$ cat src/rtl/flash_cmd_pkg.sv
package flash_cmd_pkg;
  localparam logic [7:0] OP_ERASE_ARM   = 8'h20;
  localparam logic [7:0] OP_CONFIRM     = 8'hD0;
  localparam logic [7:0] OP_SUSPEND     = 8'hB0;
  localparam logic [7:0] OP_CFG_ARM     = 8'h60;
  localparam logic [7:0] OP_LOCK        = 8'h01;
  localparam logic [7:0] OP_LOCKDOWN    = 8'h2F;
  localparam logic [7:0] OP_SET_RCFG    = 8'h03;
  localparam logic [7:0] OP_OTP_ARM     = 8'hC0;
  localparam logic [7:0] OP_CLR_ERR     = 8'h50;
  localparam logic [7:0] OP_READ_ARRAY  = 8'hFF;
  localparam logic [7:0] OP_READ_STATUS = 8'h70;
  localparam logic [7:0] OP_READ_CFG    = 8'h90;

  typedef enum logic [2:0] {
    ST_IDLE, ST_ERASE_ARM, ST_CFG_ARM, ST_OTP_ARM,
    ST_ERASING, ST_PROGRAMMING, ST_ERASE_HELD, ST_PROG_HELD
  } seq_state_t;

  typedef enum logic [1:0] {
    RM_ARRAY  = 2'd0,
    RM_STATUS = 2'd1,
    RM_CONFIG = 2'd2
  } rd_mode_t;
endpackage

$ cat src/rtl/fcs_busy_timer.sv
module fcs_busy_timer #(
  parameter int W = 6
) (
  input  logic         clk,
  input  logic         rst_n,
  input  logic         load,
  input  logic [W-1:0] load_val,
  input  logic         dec,
  output logic         last
);
  logic [W-1:0] cnt;

  always_ff @(posedge clk or negedge rst_n) begin
    if (!rst_n)    cnt <= '0;
    else if (load) cnt <= load_val;
    else if (dec && cnt != '0) cnt <= cnt - W'(1);
  end

  assign last = (cnt == W'(1));
endmodule

$ cat src/rtl/fcs_err_flag.sv
module fcs_err_flag (
  input  logic clk,
  input  logic rst_n,
  input  logic set_err,
  input  logic clr_err,
  output logic err
);
  always_ff @(posedge clk or negedge rst_n) begin
    if (!rst_n)       err <= 1'b0;
    else if (set_err) err <= 1'b1;
    else if (clr_err) err <= 1'b0;
  end
endmodule

$ cat src/rtl/fcs_read_mode.sv
module fcs_read_mode
  import flash_cmd_pkg::*;
(
  input  logic     clk,
  input  logic     rst_n,
  input  logic     to_array,
  input  logic     to_status,
  input  logic     to_config,
  output rd_mode_t mode
);
  always_ff @(posedge clk or negedge rst_n) begin
    if (!rst_n)         mode <= RM_ARRAY;
    else if (to_status) mode <= RM_STATUS;
    else if (to_array)  mode <= RM_ARRAY;
    else if (to_config) mode <= RM_CONFIG;
  end
endmodule

$ cat src/rtl/flash_cmd_seq.sv
module flash_cmd_seq
  import flash_cmd_pkg::*;
#(
  parameter int AW           = 23,
  parameter int RCFG_W       = 16,
  parameter int ERASE_CYCLES = 40,
  parameter int PROG_CYCLES  = 12
) (
  input  logic              clk,
  input  logic              rst_n,
  input  logic              cmd_valid,
  output logic              cmd_ready,
  input  logic [AW-1:0]     cmd_addr,
  input  logic [7:0]        cmd_data,
  output logic [7:0]        status_reg,
  output logic [1:0]        read_mode,
  output logic [RCFG_W-1:0] rcfg,
  output logic [AW-1:0]     op_addr
);
  localparam int MAX_CYC = (ERASE_CYCLES > PROG_CYCLES) ? ERASE_CYCLES : PROG_CYCLES;
  localparam int CNT_W   = $clog2(MAX_CYC + 1);

  seq_state_t       st, st_nxt;
  logic             acc;
  logic             tmr_load, tmr_dec, tmr_last;
  logic [CNT_W-1:0] tmr_val;
  logic             seq_err, err_clr, err;
  logic             go_array, go_status, go_cfg;
  logic             addr_cap, rcfg_cap;
  logic             plain_ok;
  rd_mode_t         mode;

  assign cmd_ready = 1'b1;
  assign acc       = cmd_valid & cmd_ready;

  // read-mode and clear commands honoured while idle or suspended
  assign plain_ok = (st == ST_IDLE) || (st == ST_ERASE_HELD) || (st == ST_PROG_HELD);

  always_comb begin
    st_nxt    = st;
    tmr_load  = 1'b0;
    tmr_val   = '0;
    tmr_dec   = 1'b0;
    seq_err   = 1'b0;
    err_clr   = 1'b0;
    go_array  = 1'b0;
    go_status = 1'b0;
    go_cfg    = 1'b0;
    addr_cap  = 1'b0;
    rcfg_cap  = 1'b0;

    if (acc && plain_ok) begin
      case (cmd_data)
        OP_READ_ARRAY:  go_array  = 1'b1;
        OP_READ_STATUS: go_status = 1'b1;
        OP_READ_CFG:    go_cfg    = 1'b1;
        OP_CLR_ERR:     err_clr   = 1'b1;
        default: ;
      endcase
    end

    case (st)
      ST_IDLE: begin
        if (acc) begin
          case (cmd_data)
            OP_ERASE_ARM: st_nxt = ST_ERASE_ARM;
            OP_CFG_ARM:   st_nxt = ST_CFG_ARM;
            OP_OTP_ARM:   st_nxt = ST_OTP_ARM;
            default: ;
          endcase
        end
      end
      ST_ERASE_ARM: begin
        if (acc) begin
          go_status = 1'b1;
          if (cmd_data == OP_CONFIRM) begin
            st_nxt   = ST_ERASING;
            tmr_load = 1'b1;
            tmr_val  = CNT_W'(ERASE_CYCLES);
            addr_cap = 1'b1;
          end else begin
            st_nxt  = ST_IDLE;
            seq_err = 1'b1;
          end
        end
      end
      ST_CFG_ARM: begin
        if (acc) begin
          st_nxt = ST_IDLE;
          if (cmd_data == OP_SET_RCFG) begin
            rcfg_cap = 1'b1;
            go_array = 1'b1;
          end else if (cmd_data != OP_LOCK && cmd_data != OP_CONFIRM &&
                       cmd_data != OP_LOCKDOWN) begin
            seq_err   = 1'b1;
            go_status = 1'b1;
          end
        end
      end
      ST_OTP_ARM: begin
        if (acc) begin
          st_nxt    = ST_PROGRAMMING;
          tmr_load  = 1'b1;
          tmr_val   = CNT_W'(PROG_CYCLES);
          addr_cap  = 1'b1;
          go_status = 1'b1;
        end
      end
      ST_ERASING, ST_PROGRAMMING: begin
        if (acc && cmd_data == OP_READ_STATUS) go_status = 1'b1;
        if (acc && cmd_data == OP_SUSPEND) begin
          st_nxt = (st == ST_ERASING) ? ST_ERASE_HELD : ST_PROG_HELD;
        end else begin
          tmr_dec = 1'b1;
          if (tmr_last) st_nxt = ST_IDLE;
        end
      end
      ST_ERASE_HELD: if (acc && cmd_data == OP_CONFIRM) st_nxt = ST_ERASING;
      ST_PROG_HELD:  if (acc && cmd_data == OP_CONFIRM) st_nxt = ST_PROGRAMMING;
      default: st_nxt = ST_IDLE;
    endcase
  end

  always_ff @(posedge clk or negedge rst_n) begin
    if (!rst_n) begin
      st      <= ST_IDLE;
      op_addr <= '0;
      rcfg    <= '0;
    end else begin
      st <= st_nxt;
      if (addr_cap) op_addr <= cmd_addr;
      if (rcfg_cap) rcfg    <= cmd_addr[RCFG_W-1:0];
    end
  end

  fcs_busy_timer #(.W(CNT_W)) u_timer (
    .clk      (clk),
    .rst_n    (rst_n),
    .load     (tmr_load),
    .load_val (tmr_val),
    .dec      (tmr_dec),
    .last     (tmr_last)
  );

  fcs_err_flag u_err (
    .clk     (clk),
    .rst_n   (rst_n),
    .set_err (seq_err),
    .clr_err (err_clr),
    .err     (err)
  );

  fcs_read_mode u_mode (
    .clk       (clk),
    .rst_n     (rst_n),
    .to_array  (go_array),
    .to_status (go_status),
    .to_config (go_cfg),
    .mode      (mode)
  );

  assign read_mode  = mode;
  assign status_reg = {(st != ST_ERASING) && (st != ST_PROGRAMMING),
                       st == ST_ERASE_HELD, err, err, 1'b0,
                       st == ST_PROG_HELD, 2'b00};
endmodule

$ cat config.mk
export PLATFORM = sky130hd
export DESIGN_NAME = flash_cmd_seq
export DESIGN_NICKNAME = d
export VERILOG_FILES = /design/src/rtl/flash_cmd_pkg.sv /design/src/rtl/fcs_busy_timer.sv /design/src/rtl/fcs_err_flag.sv /design/src/rtl/fcs_read_mode.sv /design/src/rtl/flash_cmd_seq.sv
export SDC_FILE = /design/constraint.sdc
export NUM_CORES = 1
export LEC_CHECK = 0
export ABC_AREA = 1
export BUFFER_PORTS_ARGS = -buffer_cell sky130_fd_sc_hd__buf_4
export CAP_MARGIN = 15
export CORE_ASPECT_RATIO = 2
export CORE_MARGIN = 8
export CORE_UTILIZATION = 30
export CTS_BUF_LIST = sky130_fd_sc_hd__clkbuf_16
export CTS_CLUSTER_SIZE = 8
export DETAILED_ROUTE_END_ITERATION = 7
export SYNTH_ARGS = -nofsm -noshare
export SYNTH_HDL_FRONTEND = slang
export SYNTH_SLANG_ARGS = --single-unit
$ cat constraint.sdc
create_clock -name clk -period 1.6 [get_ports clk]
set_clock_uncertainty 0.1 [all_clocks]
set_input_delay 0.32 -clock clk [delete_from_list [all_inputs] [get_ports clk]]
set_output_delay 0.32 -clock clk [all_outputs]
set_load 0.01 [all_outputs]
After elaboration in Yosys (flattened, before gate mapping)
Index checks and enable logic that the tools add are counted.
{"block": "classes", "add_sub_neg": 1, "n_mul": 0, "n_div": 0, "magnitude_cmp": 0, "n_eq_ne": 31, "shifts": 0, "mux": 55, "n_bitwise": 0, "reduce_logical": 18}
{"operator": "$eq 8x8->1 const B", "n": 5}
{"operator": "$mux 1", "n": 32}
{"operator": "$mux 3", "n": 9}
{"operator": "$eq 8x7->1 const B", "n": 3}
{"operator": "$mux 6", "n": 4}
{"operator": "$pmux 3 s7", "n": 1}
{"operator": "$eq 3x3->1 const B", "n": 4}
{"operator": "$pmux 6 s2", "n": 1}
{"operator": "$ne 3x3->1 const B", "n": 3}
{"operator": "$pmux 3 s3", "n": 1}
{"operator": "$eq 8x2->1 const B", "n": 1}
{"operator": "$eq 8x6->1 const B", "n": 1}
{"operator": "$logic_and 1x1->1", "n": 8}
{"operator": "$ne 2x2->1 const B", "n": 4}
{"operator": "$ne 8x1->1 const B", "n": 1}
{"operator": "$ne 8x6->1 const B", "n": 1}
{"operator": "$ne 8x8->1 const B", "n": 1}
{"operator": "$reduce_and 8->1", "n": 1}
{"operator": "$eq 3x2->1 const B", "n": 2}
{"operator": "$eq 6x1->1 const B", "n": 1}
{"operator": "$mux 2", "n": 3}
{"operator": "$reduce_bool 6->1", "n": 1}
{"operator": "$sub 6x1->6 const B", "n": 1}
{"operator": "$mux 4", "n": 1}
{"operator": "10 further kinds", "n": 15}
{"block": "totals", "reg_bits": 51, "latch_bits": 0, "ram_bits": 0, "romBits": 0, "wordCells": 111, "memories": 0}

Longest topological paths before layout
Gate-level depths: netlist of run 1.
{"block": "depth", "word_depth": 10, "ltp_mapped": 11, "ltp_nobuf": 10}

Cells and area by module
Synthesis of run 1 repeated with hierarchy kept, for this count alone.
{"block": "unflattened", "hier_cells": 338, "hier_area_um2": 2708.8}
{"module": "flash_cmd_seq", "instances": 1, "cells_per_inst": 265, "area_per_inst_um2": 2135.8, "seq_area_each_um2": 1051.0}
{"module": "fcs_busy_timer", "instances": 1, "cells_per_inst": 58, "area_per_inst_um2": 451.7, "seq_area_each_um2": 150.1}
{"module": "fcs_read_mode", "instances": 1, "cells_per_inst": 10, "area_per_inst_um2": 81.3, "seq_area_each_um2": 50.0}
{"module": "fcs_err_flag", "instances": 1, "cells_per_inst": 5, "area_per_inst_um2": 40.0, "seq_area_each_um2": 25.0}

Worst setup path before layout of run 1
No wires, ideal clock.
{"block": "synth_timing", "kind": "register to register", "startpoint": "reg st[2]", "endpoint": "reg op_addr[2]", "t_arrival_ns": 1.281, "required_ns": 1.382, "slack_ns": 0.100, "path_stages_with_launch": 11, "path_buffers": 2, "synth_period_minus_slack_ns": 1.500, "cell_sequence": "dfrtp_1 > buf_6 > inv_4 > nand2_2 > nor2_4 > nand4_2 > nand2_4 > inv_4 > buf_6 > nand2_1 > o21ai_2"}
{"block": "synth_between", "elab_chain_len": 2, "elab_cells_between_ends": 3, "cone_classes": "2 x eq/ne; 1 x mux"}
{"element": "from (decl)", "line_no": "flash_cmd_seq.sv:23", "rtl": "seq_state_t st, st_nxt;"}
{"element": "from (signal assigned)", "line_no": "flash_cmd_seq.sv:130", "rtl": "st <= st_nxt;"}
{"element": "$eq 3x2->1 or $eq 3x1->1 (tied branches)", "line_no": "flash_cmd_seq.sv:62", "rtl": "case (st)"}
{"element": "$pmux 1 s2 (*)", "line_no": "flash_cmd_seq.sv:62"}
{"element": "to (signal assigned)", "line_no": "flash_cmd_seq.sv:131", "rtl": "if (addr_cap) op_addr <= cmd_addr;"}
{"element": "to (decl)", "line_no": "flash_cmd_seq.sv:18", "rtl": "output logic [AW-1:0] op_addr"}
Mark *: on every way between the ends. The rest lies on a longest branch, timed or not.
A chain may end at the register's enable or synchronous reset.

Worst setup path after layout of run 1
{"block": "layout_timing", "startpoint": "reg st[0]", "endpoint": "reg op_addr[4]"}
Same word-level chain as after synthesis.

==> results of run 1 <==
## power groups by stage
stage | Sequential [mW] | Clock, mW | Combinational (mW)
2_1_floorplan | 1.51 | 0 | 0.457
3_3_place_gp | 1.52 | 0 | 0.741
3_5_place_dp | 1.52 | 0 | 0.744
4_1_cts | 1.50 | 1.24 | 0.779
5_1_grt | 1.51 | 1.28 | 0.954
6_report | 1.50 | 1.20 | 0.851
## area by class of cell
type / count / area share
clock buffer: 5 / 0.0325
clock inverter: 3 / 0.0111
inverter: 29 / 0.0309
multi-input combinational: 240 / 0.321
sequential: 51 / 0.333
tap: 100 / 0.0325
timing repair buffer: 113 / 0.239
## tightest hold or removal path: stages
cell                      delay [ps]
sky130_fd_sc_hd__buf_4            80
sky130_fd_sc_hd__nand2_1          40
sky130_fd_sc_hd__nand2_1          50
## cell families after synthesis
kind of cell,Yosys count,synth area share
buf+inv,43,0.0920
flops,51,0.479
other cells,2,0.00282
fa+ha+maj,3,0.0141
xor+xnor,1,0.00329
simple gates,204,0.334
compound gates,28,0.0756
## repair_timing
| item | CTS | global route |
|---|---|---|
| endpoints found under the setup margin | 8 | 33 |
| endpoints found under the hold margin | 14 | 0 |
| hold buffers | 1 | 0 |
| gates cloned | 0 | 2 |
| pin swaps | 0 | 6 |
| setup buffers | 6 | 3 |
| gates resized for setup | 6 | 27 |
## cell usage in the layout (no fill, tap or decap)
cell type	count
sky130_fd_sc_hd__o21ai_1	1
sky130_fd_sc_hd__a31oi_1	1
sky130_fd_sc_hd__o21ai_2	15
sky130_fd_sc_hd__nand4_1	6
sky130_fd_sc_hd__buf_6	4
sky130_fd_sc_hd__nand3_1	19
sky130_fd_sc_hd__nand2_2	11
sky130_fd_sc_hd__nand3_2	5
sky130_fd_sc_hd__inv_6	1
sky130_fd_sc_hd__clkbuf_16	6
sky130_fd_sc_hd__clkinv_1	1
sky130_fd_sc_hd__nand2_4	3
sky130_fd_sc_hd__nor2_1	18
sky130_fd_sc_hd__ha_1	3
sky130_fd_sc_hd__o21bai_1	1
sky130_fd_sc_hd__bufinv_16	1
sky130_fd_sc_hd__a21oi_1	1
sky130_fd_sc_hd__nor2_2	7
sky130_fd_sc_hd__nand4_4	1
sky130_fd_sc_hd__nor2_4	4
sky130_fd_sc_hd__nor3_4	1
sky130_fd_sc_hd__xnor2_1	1
sky130_fd_sc_hd__buf_12	3
sky130_fd_sc_hd__o22ai_1	1
sky130_fd_sc_hd__inv_1	23
sky130_fd_sc_hd__inv_8	1
sky130_fd_sc_hd__dfrtp_1	48
sky130_fd_sc_hd__conb_1	4
sky130_fd_sc_hd__o21ai_0	8
sky130_fd_sc_hd__dfrtp_2	3
sky130_fd_sc_hd__nor3_1	1
sky130_fd_sc_hd__buf_4	104
sky130_fd_sc_hd__inv_2	4
sky130_fd_sc_hd__dlygate4sd3_1	1
sky130_fd_sc_hd__nand2_1	127
sky130_fd_sc_hd__nor3_2	1
sky130_fd_sc_hd__inv_4	1
## stage by stage
| stage | hold WS (ps) | cell area (sq um) | setup WS, ps | instances |
|---|---|---|---|---|
| floorplan | -75.6 | 2670 | 100 | 334 |
| global placement | 97.4 | 3470 | -48.2 | 522 |
| detailed placement | 102 | 3470 | -61.6 | 522 |
| CTS | 126 | 3700 | -6.15 | 537 |
| global route | 130 | 3850 | -54.4 | 541 |
| finish | 130 | 3850 | 21.0 | 541 |
## worst max-delay path by stage
stage / start / end / slack, ps / cells past startpoint
3_3_place_gp: cmd_data[2] / st[2]$_DFFE_PN0P_ / -50 / 9
6_report: st[0]$_DFFE_PN0P_ / op_addr[4]$_DFFE_PN0P_ / 20 / 9
3_5_place_dp: cmd_data[2] / st[2]$_DFFE_PN0P_ / -60 / 9
5_1_grt: st[2]$_DFFE_PN0P_ / op_addr[4]$_DFFE_PN0P_ / -50 / 9
4_1_cts: st[0]$_DFFE_PN0P_ / u_mode.mode[0]$_DFFE_PN0P_ / -6 / 9
2_1_floorplan: st[2]$_DFFE_PN0P_ / op_addr[2]$_DFFE_PN0P_ / 100 / 10
## state kept, by name (all words and copies together) (netlist names)
| register | count |
|---|---|
| u_timer.cnt | 6 |
| u_mode.mode | 2 |
| u_err.err | 1 |
| st | 3 |
| op_addr | 23 |
| rcfg | 16 |
## per-layer routing
metal  vias up  track usage  routed length (um)
li1       1250            -                   -
met1      1151        0.129                2680
met2        65        0.226                4350
met3        17       0.0157                 345
met4         0       0.0774                 314
met5         -            0                   0
==> impl_results.html, run 1 <==
<table>
<tr><th>Metric</th><th>Value</th></tr>
<tr><th colspan="2">Power and ir drop</th></tr>
<tr><td>Net Sw Power</td><td>1.05 mW</td></tr>
<tr><td>Register share of total power</td><td>0.423</td></tr>
<tr><td>Fraction of power spent switching nets</td><td>0.294</td></tr>
<tr><td>Power share of the combinational group</td><td>0.239</td></tr>
<tr><td>Power Dens Cells</td><td>925 nW/um^2</td></tr>
<tr><td>Power Total</td><td>3.56 mW</td></tr>
<tr><td>Static Leak</td><td>2.06 nW</td></tr>
<tr><td>Clock network fraction of total power</td><td>0.338</td></tr>
<tr><td>Maximum VDD drop</td><td>0.000594 V</td></tr>
<tr><td>Internal power summed over all cells</td><td>2.51 mW</td></tr>
<tr><th colspan="2">Clock network</th></tr>
<tr><td>Number of buffers added by the clock tree synthesis step</td><td>5</td></tr>
<tr><td>Clk_lat worst skew</td><td>290 ps</td></tr>
<tr><td>TritonCTS clock tree</td><td>built</td></tr>
<tr><td>Reg clk slew, reported paths</td><td>70 ps</td></tr>
<tr><td>Root Buffer Master</td><td>sky130_fd_sc_hd__clkbuf_16</td></tr>
<tr><td>Longest Clk Path Bufs</td><td>2</td></tr>
<tr><td># H-tree levels</td><td>2</td></tr>
<tr><td>Sinks on the clock net</td><td>51</td></tr>
<tr><th colspan="2">Worst setup path</th></tr>
<tr><td>Buffers and inverters on the worst path</td><td>3</td></tr>
<tr><td>RR Endpoint</td><td>op_addr[4]$_DFFE_PN0P_</td></tr>
<tr><td>CP Class</td><td>reg -&gt; reg</td></tr>
<tr><td>Startpoint Class</td><td>flip-flop</td></tr>
<tr><td>Largest fanout on the critical path</td><td>9</td></tr>
<tr><td>Critical path arrival</td><td>1660 ps</td></tr>
<tr><td>Setup slack of the worst register-to-register path</td><td>20 ps</td></tr>
<tr><td>Worst path top cell family by delay</td><td>simple AND/OR/NAND/NOR gates</td></tr>
<tr><td>Most frequent CP cell</td><td>sky130_fd_sc_hd__nand2_4</td></tr>
<tr><td>Master of the slowest instance on the critical path</td><td>sky130_fd_sc_hd__dfrtp_2</td></tr>
<tr><td>CP Data Required Time</td><td>1680 ps</td></tr>
<tr><td>Element type at the critical path end</td><td>flip-flop</td></tr>
<tr><td>Critical Path, Cell by Cell</td><td>buf_4 -&gt; nand2_4 -&gt; nor2_4 -&gt; nand4_4 -&gt; nand2_4 -&gt; inv_8 -&gt; buf_12 -&gt; nand2_1 -&gt; o21ai_2</td></tr>
<tr><td>Length in cells of the worst reg-to-reg path</td><td>9</td></tr>
<tr><td>Launch instance of the worst register-to-register path</td><td>st[0]$_DFFE_PN0P_</td></tr>
<tr><td>Delay of the slowest cell on the worst path</td><td>420 ps</td></tr>
<tr><th colspan="2">STA</th></tr>
<tr><td>RSZ-0062 raised after global routing</td><td>true</td></tr>
<tr><td>Final setup violation count</td><td>0</td></tr>
<tr><td>Fin. max-slew vios</td><td>0</td></tr>
<tr><td>Clock period minus final worst setup slack</td><td>1580 ps</td></tr>
<tr><td>Endpoints failing hold</td><td>0</td></tr>
<tr><td>Max Clk Rate</td><td>0.633 GHz</td></tr>
<tr><td>Portion of the clock cycle consumed by the worst path in the final layout</td><td>0.987</td></tr>
<tr><td>Fin Setup TNS</td><td>0 ps</td></tr>
<tr><th colspan="2">Die</th></tr>
<tr><td>Initial standard-cell utilization of the core</td><td>0.308</td></tr>
<tr><td>Die Outline Area</td><td>12300 sq um</td></tr>
<tr><td>Standard cell core area</td><td>8650 sq um</td></tr>
<tr><td>Overall die width</td><td>82.7 um</td></tr>
<tr><td>FP Rows</td><td>48</td></tr>
<tr><td>Ports placed on the boundary</td><td>84</td></tr>
<tr><td>Height of the die</td><td>149 um</td></tr>
<tr><th colspan="2">Route</th></tr>
<tr><td>Final WL</td><td>7690 um</td></tr>
<tr><td>Via count</td><td>2483</td></tr>
<tr><td>Number of remaining DRC errors</td><td>0</td></tr>
<tr><td>Routed wire length per instance</td><td>14.2 um</td></tr>
<tr><td>Post-detailed-route count of antenna-violating nets</td><td>0</td></tr>
<tr><td>First-iteration detailed-routing DRC count</td><td>74</td></tr>
<tr><td>Vias per inst</td><td>4.59</td></tr>
<tr><td>Detailed-routing iteration count for the pre-antenna-repair pass</td><td>4</td></tr>
<tr><th colspan="2">Global routing</th></tr>
<tr><td>Global-route congestion overflow total</td><td>0</td></tr>
<tr><td>Via count of the first global-routing pass</td><td>2532</td></tr>
<tr><td>Maximum number of pins on one net before global-route repair</td><td>25</td></tr>
<tr><td>Initial antenna violation count</td><td>0</td></tr>
<tr><td>First-pass GRT wire length</td><td>12100 um</td></tr>
<tr><td>Tot GR Track Use</td><td>0.126</td></tr>
<tr><th colspan="2">Hold path</th></tr>
<tr><td>Endpoint with the worst hold slack</td><td>op_addr[17]$_DFFE_PN0P_</td></tr>
<tr><td>Min-Delay Path Depth</td><td>3</td></tr>
<tr><td>Beginning of the worst hold path</td><td>cmd_addr[17]</td></tr>
<tr><td>Hold Path Class</td><td>in -&gt; reg</td></tr>
<tr><th colspan="2">Synth</th></tr>
<tr><td>Share of Yosys cell area claimed by the top area cell type</td><td>0.479</td></tr>
<tr><td>Share of synthesized registers carrying an async set or reset</td><td>1.00</td></tr>
<tr><td>Number of standard cells after synthesis</td><td>332</td></tr>
<tr><td>Register bit total from synthesis</td><td>51</td></tr>
<tr><td>Most used flip-flop cell after synthesis</td><td>sky130_fd_sc_hd__dfrtp_1</td></tr>
<tr><td>Count of synthesis-stage warnings from yosys</td><td>0</td></tr>
<tr><td>Most numerous cell in the Yosys netlist</td><td>sky130_fd_sc_hd__nand2_1</td></tr>
<tr><td>Count of flip-flops with a built-in enable after synthesis</td><td>0</td></tr>
<tr><td>Biggest area consumer among synthesized cells</td><td>sky130_fd_sc_hd__dfrtp_1</td></tr>
<tr><td>Mapped Avg Cell Area</td><td>8.03 sq um</td></tr>
<tr><td>Unique masters post-synth</td><td>28</td></tr>
<tr><td>Cell area after synthesis</td><td>2670 sq um</td></tr>
<tr><td>Sequential element share of the synthesized area</td><td>0.479</td></tr>
<tr><td>Area contributors post-synth</td><td>sky130_fd_sc_hd__dfrtp_1 48%, sky130_fd_sc_hd__nand2_1 19%, sky130_fd_sc_hd__o21ai_2 4.9%</td></tr>
<tr><td>Top post-synthesis cells by count</td><td>137 x sky130_fd_sc_hd__nand2_1, 51 x sky130_fd_sc_hd__dfrtp_1, 24 x sky130_fd_sc_hd__inv_1, 23 x sky130_fd_sc_hd__nor2_1, 22 x sky130_fd_sc_hd__nand3_1</td></tr>
<tr><th colspan="2">Layout</th></tr>
<tr><td>Area growth from synthesis to layout</td><td>44.3%</td></tr>
<tr><td>Fraction of layout cells with a size suffix above 1</td><td>0.399</td></tr>
<tr><td>Number of filler cells placed in the layout</td><td>902</td></tr>
<tr><td>Combined area of the multi-input logic cells</td><td>1230 sq um</td></tr>
<tr><td>Nets</td><td>477</td></tr>
<tr><td>Utilization of the core after routing</td><td>0.445</td></tr>
<tr><td>Antenna Diode Count</td><td>0</td></tr>
<tr><td>Area used by sequential logic in the layout</td><td>1280 sq um</td></tr>
<tr><th colspan="2">Flow run</th></tr>
<tr><td>Max-cap check violation count</td><td>0</td></tr>
<tr><th colspan="2">Placed design</th></tr>
<tr><td>Routability cong.</td><td>0.908</td></tr>
<tr><td>Total of buffers placed on input and output ports</td><td>79</td></tr>
<tr><td>Half-perimeter wire length after placement</td><td>6230 um</td></tr>
<tr><th colspan="2">Run status</th></tr>
<tr><td>Outcome</td><td>finished, final reports clean</td></tr>
</table>
No activity file was read; power rests on OpenSTA's default activity.
==> run 2: changes to the inputs <==
--- a/config.mk
+++ b/config.mk
@@ -16,4 +16,5 @@
 export DETAILED_ROUTE_END_ITERATION = 7
 export SYNTH_ARGS = -nofsm -noshare
 export SYNTH_HDL_FRONTEND = slang
+export SYNTH_HIERARCHICAL = 1
 export SYNTH_SLANG_ARGS = --single-unit
==> run 2 against run 1 <==
  * The flow now finishes with violations (negative setup slack)
  * Area after synthesis grew 1.6%
  * Sequential power is essentially flat
  * Global-route usage grew 0.79 points
  * Non-clock buffer count grew 15
  * Register-to-register slack lost 60 ps
  * Combinational power grew 30%
  * Sequential cell count is the same
  * Die area grew 1.4%
  * Final cell count grew 4.6%
==> impl_results.html, run 2 <==
<table>
<tr><th>Metric</th><th>Value</th></tr>
<tr><th colspan="2">Synth</th></tr>
<tr><td>Share of Yosys cell area claimed by the top area cell type</td><td>0.471</td></tr>
<tr><td>Most numerous cell in the Yosys netlist</td><td>sky130_fd_sc_hd__nand2_1</td></tr>
<tr><td>Biggest area consumer among synthesized cells</td><td>sky130_fd_sc_hd__dfrtp_1</td></tr>
<tr><td>Cell area after synthesis</td><td>2710 sq um</td></tr>
<tr><td>Number of standard cells after synthesis</td><td>338</td></tr>
<tr><td>Sequential element share of the synthesized area</td><td>0.471</td></tr>
<tr><td>Unique masters post-synth</td><td>32</td></tr>
<tr><td>Share of synthesized registers carrying an async set or reset</td><td>1.00</td></tr>
<tr><td>Register bit total from synthesis</td><td>51</td></tr>
<tr><td>Count of flip-flops with a built-in enable after synthesis</td><td>0</td></tr>
<tr><td>Count of synthesis-stage warnings from yosys</td><td>6</td></tr>
<tr><td>Mapped Avg Cell Area</td><td>8.01 sq um</td></tr>
<tr><td>Most used flip-flop cell after synthesis</td><td>sky130_fd_sc_hd__dfrtp_1</td></tr>
<tr><td>Top post-synthesis cells by count</td><td>104 x sky130_fd_sc_hd__nand2_1, 51 x sky130_fd_sc_hd__dfrtp_1, 37 x sky130_fd_sc_hd__inv_1, 26 x sky130_fd_sc_hd__o21ai_1, 24 x sky130_fd_sc_hd__nor2_1</td></tr>
<tr><td>Area contributors post-synth</td><td>sky130_fd_sc_hd__dfrtp_1 47%, sky130_fd_sc_hd__nand2_1 14%, sky130_fd_sc_hd__inv_1 5.1%</td></tr>
<tr><th colspan="2">Layout</th></tr>
<tr><td>Most frequent standard cell in the layout excluding fill and tap cells</td><td>sky130_fd_sc_hd__buf_4</td></tr>
<tr><td>Fraction of layout cells with a size suffix above 1</td><td>0.459</td></tr>
<tr><td>Utilization of the core after routing</td><td>0.486</td></tr>
<tr><td>Nets</td><td>500</td></tr>
<tr><td>Regs by FF count</td><td>op_addr (23), rcfg (16), u_timer/cnt (6)</td></tr>
<tr><td>Number of flip-flops in the largest register</td><td>23</td></tr>
<tr><td>Final design area excluding fillers</td><td>4320 sq um</td></tr>
<tr><td>Commonest cells after routing, fill and taps aside</td><td>111 x sky130_fd_sc_hd__buf_4, 80 x sky130_fd_sc_hd__nand2_1, 49 x sky130_fd_sc_hd__dfrtp_1, 37 x sky130_fd_sc_hd__inv_1</td></tr>
<tr><td>Antenna Diode Count</td><td>0</td></tr>
<tr><td>Most flops, register</td><td>op_addr</td></tr>
<tr><td>Area growth from synthesis to layout</td><td>59.5%</td></tr>
<tr><th colspan="2">Global routing</th></tr>
<tr><td>First-pass GRT wire length</td><td>13600 um</td></tr>
<tr><td>Via count of the first global-routing pass</td><td>2909</td></tr>
<tr><td>Initial antenna violation count</td><td>0</td></tr>
<tr><td>Global-route congestion overflow total</td><td>0</td></tr>
<tr><td>Maximum number of pins on one net before global-route repair</td><td>40</td></tr>
<tr><td>Tot GR Track Use</td><td>0.134</td></tr>
<tr><th colspan="2">Power and ir drop</th></tr>
<tr><td>Power share of the combinational group</td><td>0.288</td></tr>
<tr><td>Internal power summed over all cells</td><td>2.65 mW</td></tr>
<tr><td>Maximum VDD drop</td><td>0.000611 V</td></tr>
<tr><td>Fraction of power spent switching nets</td><td>0.311</td></tr>
<tr><td>Clock network fraction of total power</td><td>0.317</td></tr>
<tr><td>Register share of total power</td><td>0.395</td></tr>
<tr><td>Net Sw Power</td><td>1.20 mW</td></tr>
<tr><td>Power Dens Cells</td><td>892 nW/um^2</td></tr>
<tr><td>Static Leak</td><td>2.20 nW</td></tr>
<tr><th colspan="2">Clock network</th></tr>
<tr><td>Clk_lat worst skew</td><td>300 ps</td></tr>
<tr><td>TritonCTS clock tree</td><td>built</td></tr>
<tr><td>Number of buffers added by the clock tree synthesis step</td><td>5</td></tr>
<tr><td>Sinks on the clock net</td><td>51</td></tr>
<tr><td>Longest Clk Path Bufs</td><td>2</td></tr>
<tr><td># H-tree levels</td><td>2</td></tr>
<tr><td>Reg clk slew, reported paths</td><td>70 ps</td></tr>
<tr><td>Root Buffer Master</td><td>sky130_fd_sc_hd__clkbuf_16</td></tr>
<tr><th colspan="2">Hold path</th></tr>
<tr><td>Min-Delay Path Depth</td><td>3</td></tr>
<tr><td>Beginning of the worst hold path</td><td>cmd_addr[18]</td></tr>
<tr><td>Endpoint with the worst hold slack</td><td>op_addr[18]$_DFFE_PN0P_</td></tr>
<tr><td>Hold Path Class</td><td>in -&gt; reg</td></tr>
<tr><th colspan="2">Worst setup path</th></tr>
<tr><td>Largest fanout on the critical path</td><td>5</td></tr>
<tr><td>Launch instance of the worst register-to-register path</td><td>st[1]$_DFFE_PN0P_</td></tr>
<tr><td>Setup slack of the worst register-to-register path</td><td>-40 ps</td></tr>
<tr><td>CP Class</td><td>reg -&gt; out</td></tr>
<tr><td>Element type at the critical path end</td><td>output port</td></tr>
<tr><td>Critical path arrival</td><td>1260 ps</td></tr>
<tr><td>Length in cells of the worst reg-to-reg path</td><td>10</td></tr>
<tr><td>CP Data Required Time</td><td>1180 ps</td></tr>
<tr><td>RR Endpoint</td><td>u_mode/mode[0]$_DFFE_PN0P_</td></tr>
<tr><td>Startpoint Class</td><td>flip-flop</td></tr>
<tr><th colspan="2">Die</th></tr>
<tr><td>Overall die width</td><td>83.2 um</td></tr>
<tr><td>FP Rows</td><td>49</td></tr>
<tr><td>Initial standard-cell utilization of the core</td><td>0.305</td></tr>
<tr><td>Ports placed on the boundary</td><td>84</td></tr>
<tr><td>Standard cell core area</td><td>8890 sq um</td></tr>
<tr><td>Die Outline Area</td><td>12500 sq um</td></tr>
<tr><td>Height of the die</td><td>150 um</td></tr>
<tr><th colspan="2">STA</th></tr>
<tr><td>Final setup violation count</td><td>31</td></tr>
<tr><td>Fin Setup TNS</td><td>-516 ps</td></tr>
<tr><td>Clock period minus final worst setup slack</td><td>1680 ps</td></tr>
<tr><td>Fin. max-slew vios</td><td>0</td></tr>
<tr><td>Portion of the clock cycle consumed by the worst path in the final layout</td><td>1.05</td></tr>
<tr><td>Max Clk Rate</td><td>0.597 GHz</td></tr>
<tr><td>Setup WS post-layout</td><td>-75.3 ps</td></tr>
<tr><td>Endpoints failing hold</td><td>0</td></tr>
<tr><td>Smallest hold slack</td><td>117 ps</td></tr>
<tr><td>RSZ-0062 raised after global routing</td><td>true</td></tr>
<tr><th colspan="2">Run status</th></tr>
<tr><td>Failing checks</td><td>negative setup slack</td></tr>
<tr><td>Outcome</td><td>complete, but fails checks</td></tr>
<tr><th colspan="2">Route</th></tr>
<tr><td>Post-detailed-route count of antenna-violating nets</td><td>0</td></tr>
<tr><td>Via count</td><td>2644</td></tr>
<tr><td>Vias per inst</td><td>4.67</td></tr>
<tr><td>Final WL</td><td>8370 um</td></tr>
<tr><td>Detailed-routing iteration count for the pre-antenna-repair pass</td><td>4</td></tr>
<tr><td>Routed wire length per instance</td><td>14.8 um</td></tr>
<tr><td>Number of remaining DRC errors</td><td>0</td></tr>
<tr><td>First-iteration detailed-routing DRC count</td><td>131</td></tr>
<tr><th colspan="2">Placed design</th></tr>
<tr><td>Total of buffers placed on input and output ports</td><td>79</td></tr>
<tr><td>Half-perimeter wire length after placement</td><td>6240 um</td></tr>
<tr><td>Minimum setup slack after placement</td><td>-170 ps</td></tr>
<tr><td>Routability cong.</td><td>0.905</td></tr>
<tr><td>Placed cell area</td><td>3680 sq um</td></tr>
<tr><th colspan="2">Flow run</th></tr>
<tr><td>Max-cap check violation count</td><td>0</td></tr>
</table>
[run 2: stage by stage]
step | power, mW | instances
finish | 3.85 | 566
global route | 4.07 | 566
CTS | 3.76 | 563
detailed placement | 2.46 | 546
global placement | 2.44 | 546
floorplan | 2.08 | 343
[run 2: cell families after synthesis]
logic type | Yosys count | share of synthesized area
XOR/XNOR | 2 | 0.00647
adder cells (fa/ha/maj) | 3 | 0.0139
flip-flops | 51 | 0.471
AO/OA/AOI/OAI | 43 | 0.0836
AND/OR/NAND/NOR | 180 | 0.316
buffers and inverters | 57 | 0.106
other | 2 | 0.00277
[run 2: routing by layer]
metal | up-vias | part of all wire | track usage
li1 | 1309 | - | -
met1 | 1254 | 0.35 | 0.123
met2 | 62 | 0.59 | 0.262
met3 | 19 | 0.030 | 0.0211
met4 | 0 | 0.037 | 0.0858
met5 | - | 0 | 0
[run 2: worst max-delay path: stages, from the launching register on]
cell	delay, ps
sky130_fd_sc_hd__dfrtp_2	440
sky130_fd_sc_hd__buf_12	140
sky130_fd_sc_hd__nor2_4	80
sky130_fd_sc_hd__inv_2	60
sky130_fd_sc_hd__buf_6	120
sky130_fd_sc_hd__buf_6	110
[run 2: repair_timing]
item                       4_1_cts  5_1_grt
hold buffers                     1        0
hold endpoints to repair        17        0
buffers inserted                 5        3
pin swaps                        5        6
cloned                           3        0
gates resized for setup         35       55
setup endpoints to repair       44       52
[run 2: area by class of cell]
cell class,count,area (sq um)
fill,850,4570
multi-input combinational,235,1440
sequential,51,1280
timing repair buffer,128,1130
inverter,42,178
tap,102,128
clock buffer,5,125
clock inverter,3,42.5
[run 2: power groups by stage]
stage / sequential [mW] / combinational [mW] / clock [mW]
after floorplan: 1.52 / 0.552 / 0
after global placement: 1.53 / 0.905 / 0
after detailed placement: 1.54 / 0.924 / 0
after CTS: 1.51 / 1.01 / 1.24
after global routing: 1.54 / 1.23 / 1.30
final: 1.52 / 1.11 / 1.22
[run 2: worst max path at each step]
| stage | startpoint | endpoint | slack (ps) | depth (start not counted) |
|---|---|---|---|---|
| after detailed placement | cmd_data[3] | rcfg[3]$_DFFE_PN0P_ | -170 | 8 |
| after floorplan | cmd_data[3] | u_timer/cnt[3]$_DFFE_PN0P_ | -220 | 13 |
| after global placement | cmd_data[3] | rcfg[3]$_DFFE_PN0P_ | -120 | 9 |
| after global routing | st[1]$_DFFE_PN0P_ | u_mode/mode[0]$_DFFE_PN0P_ | -150 | 10 |
| final | st[1]$_DFFE_PN0P_ | status_reg[7] | -80 | 5 |
| after CTS | st[1]$_DFFE_PN0P_ | status_reg[7] | -70 | 5 |
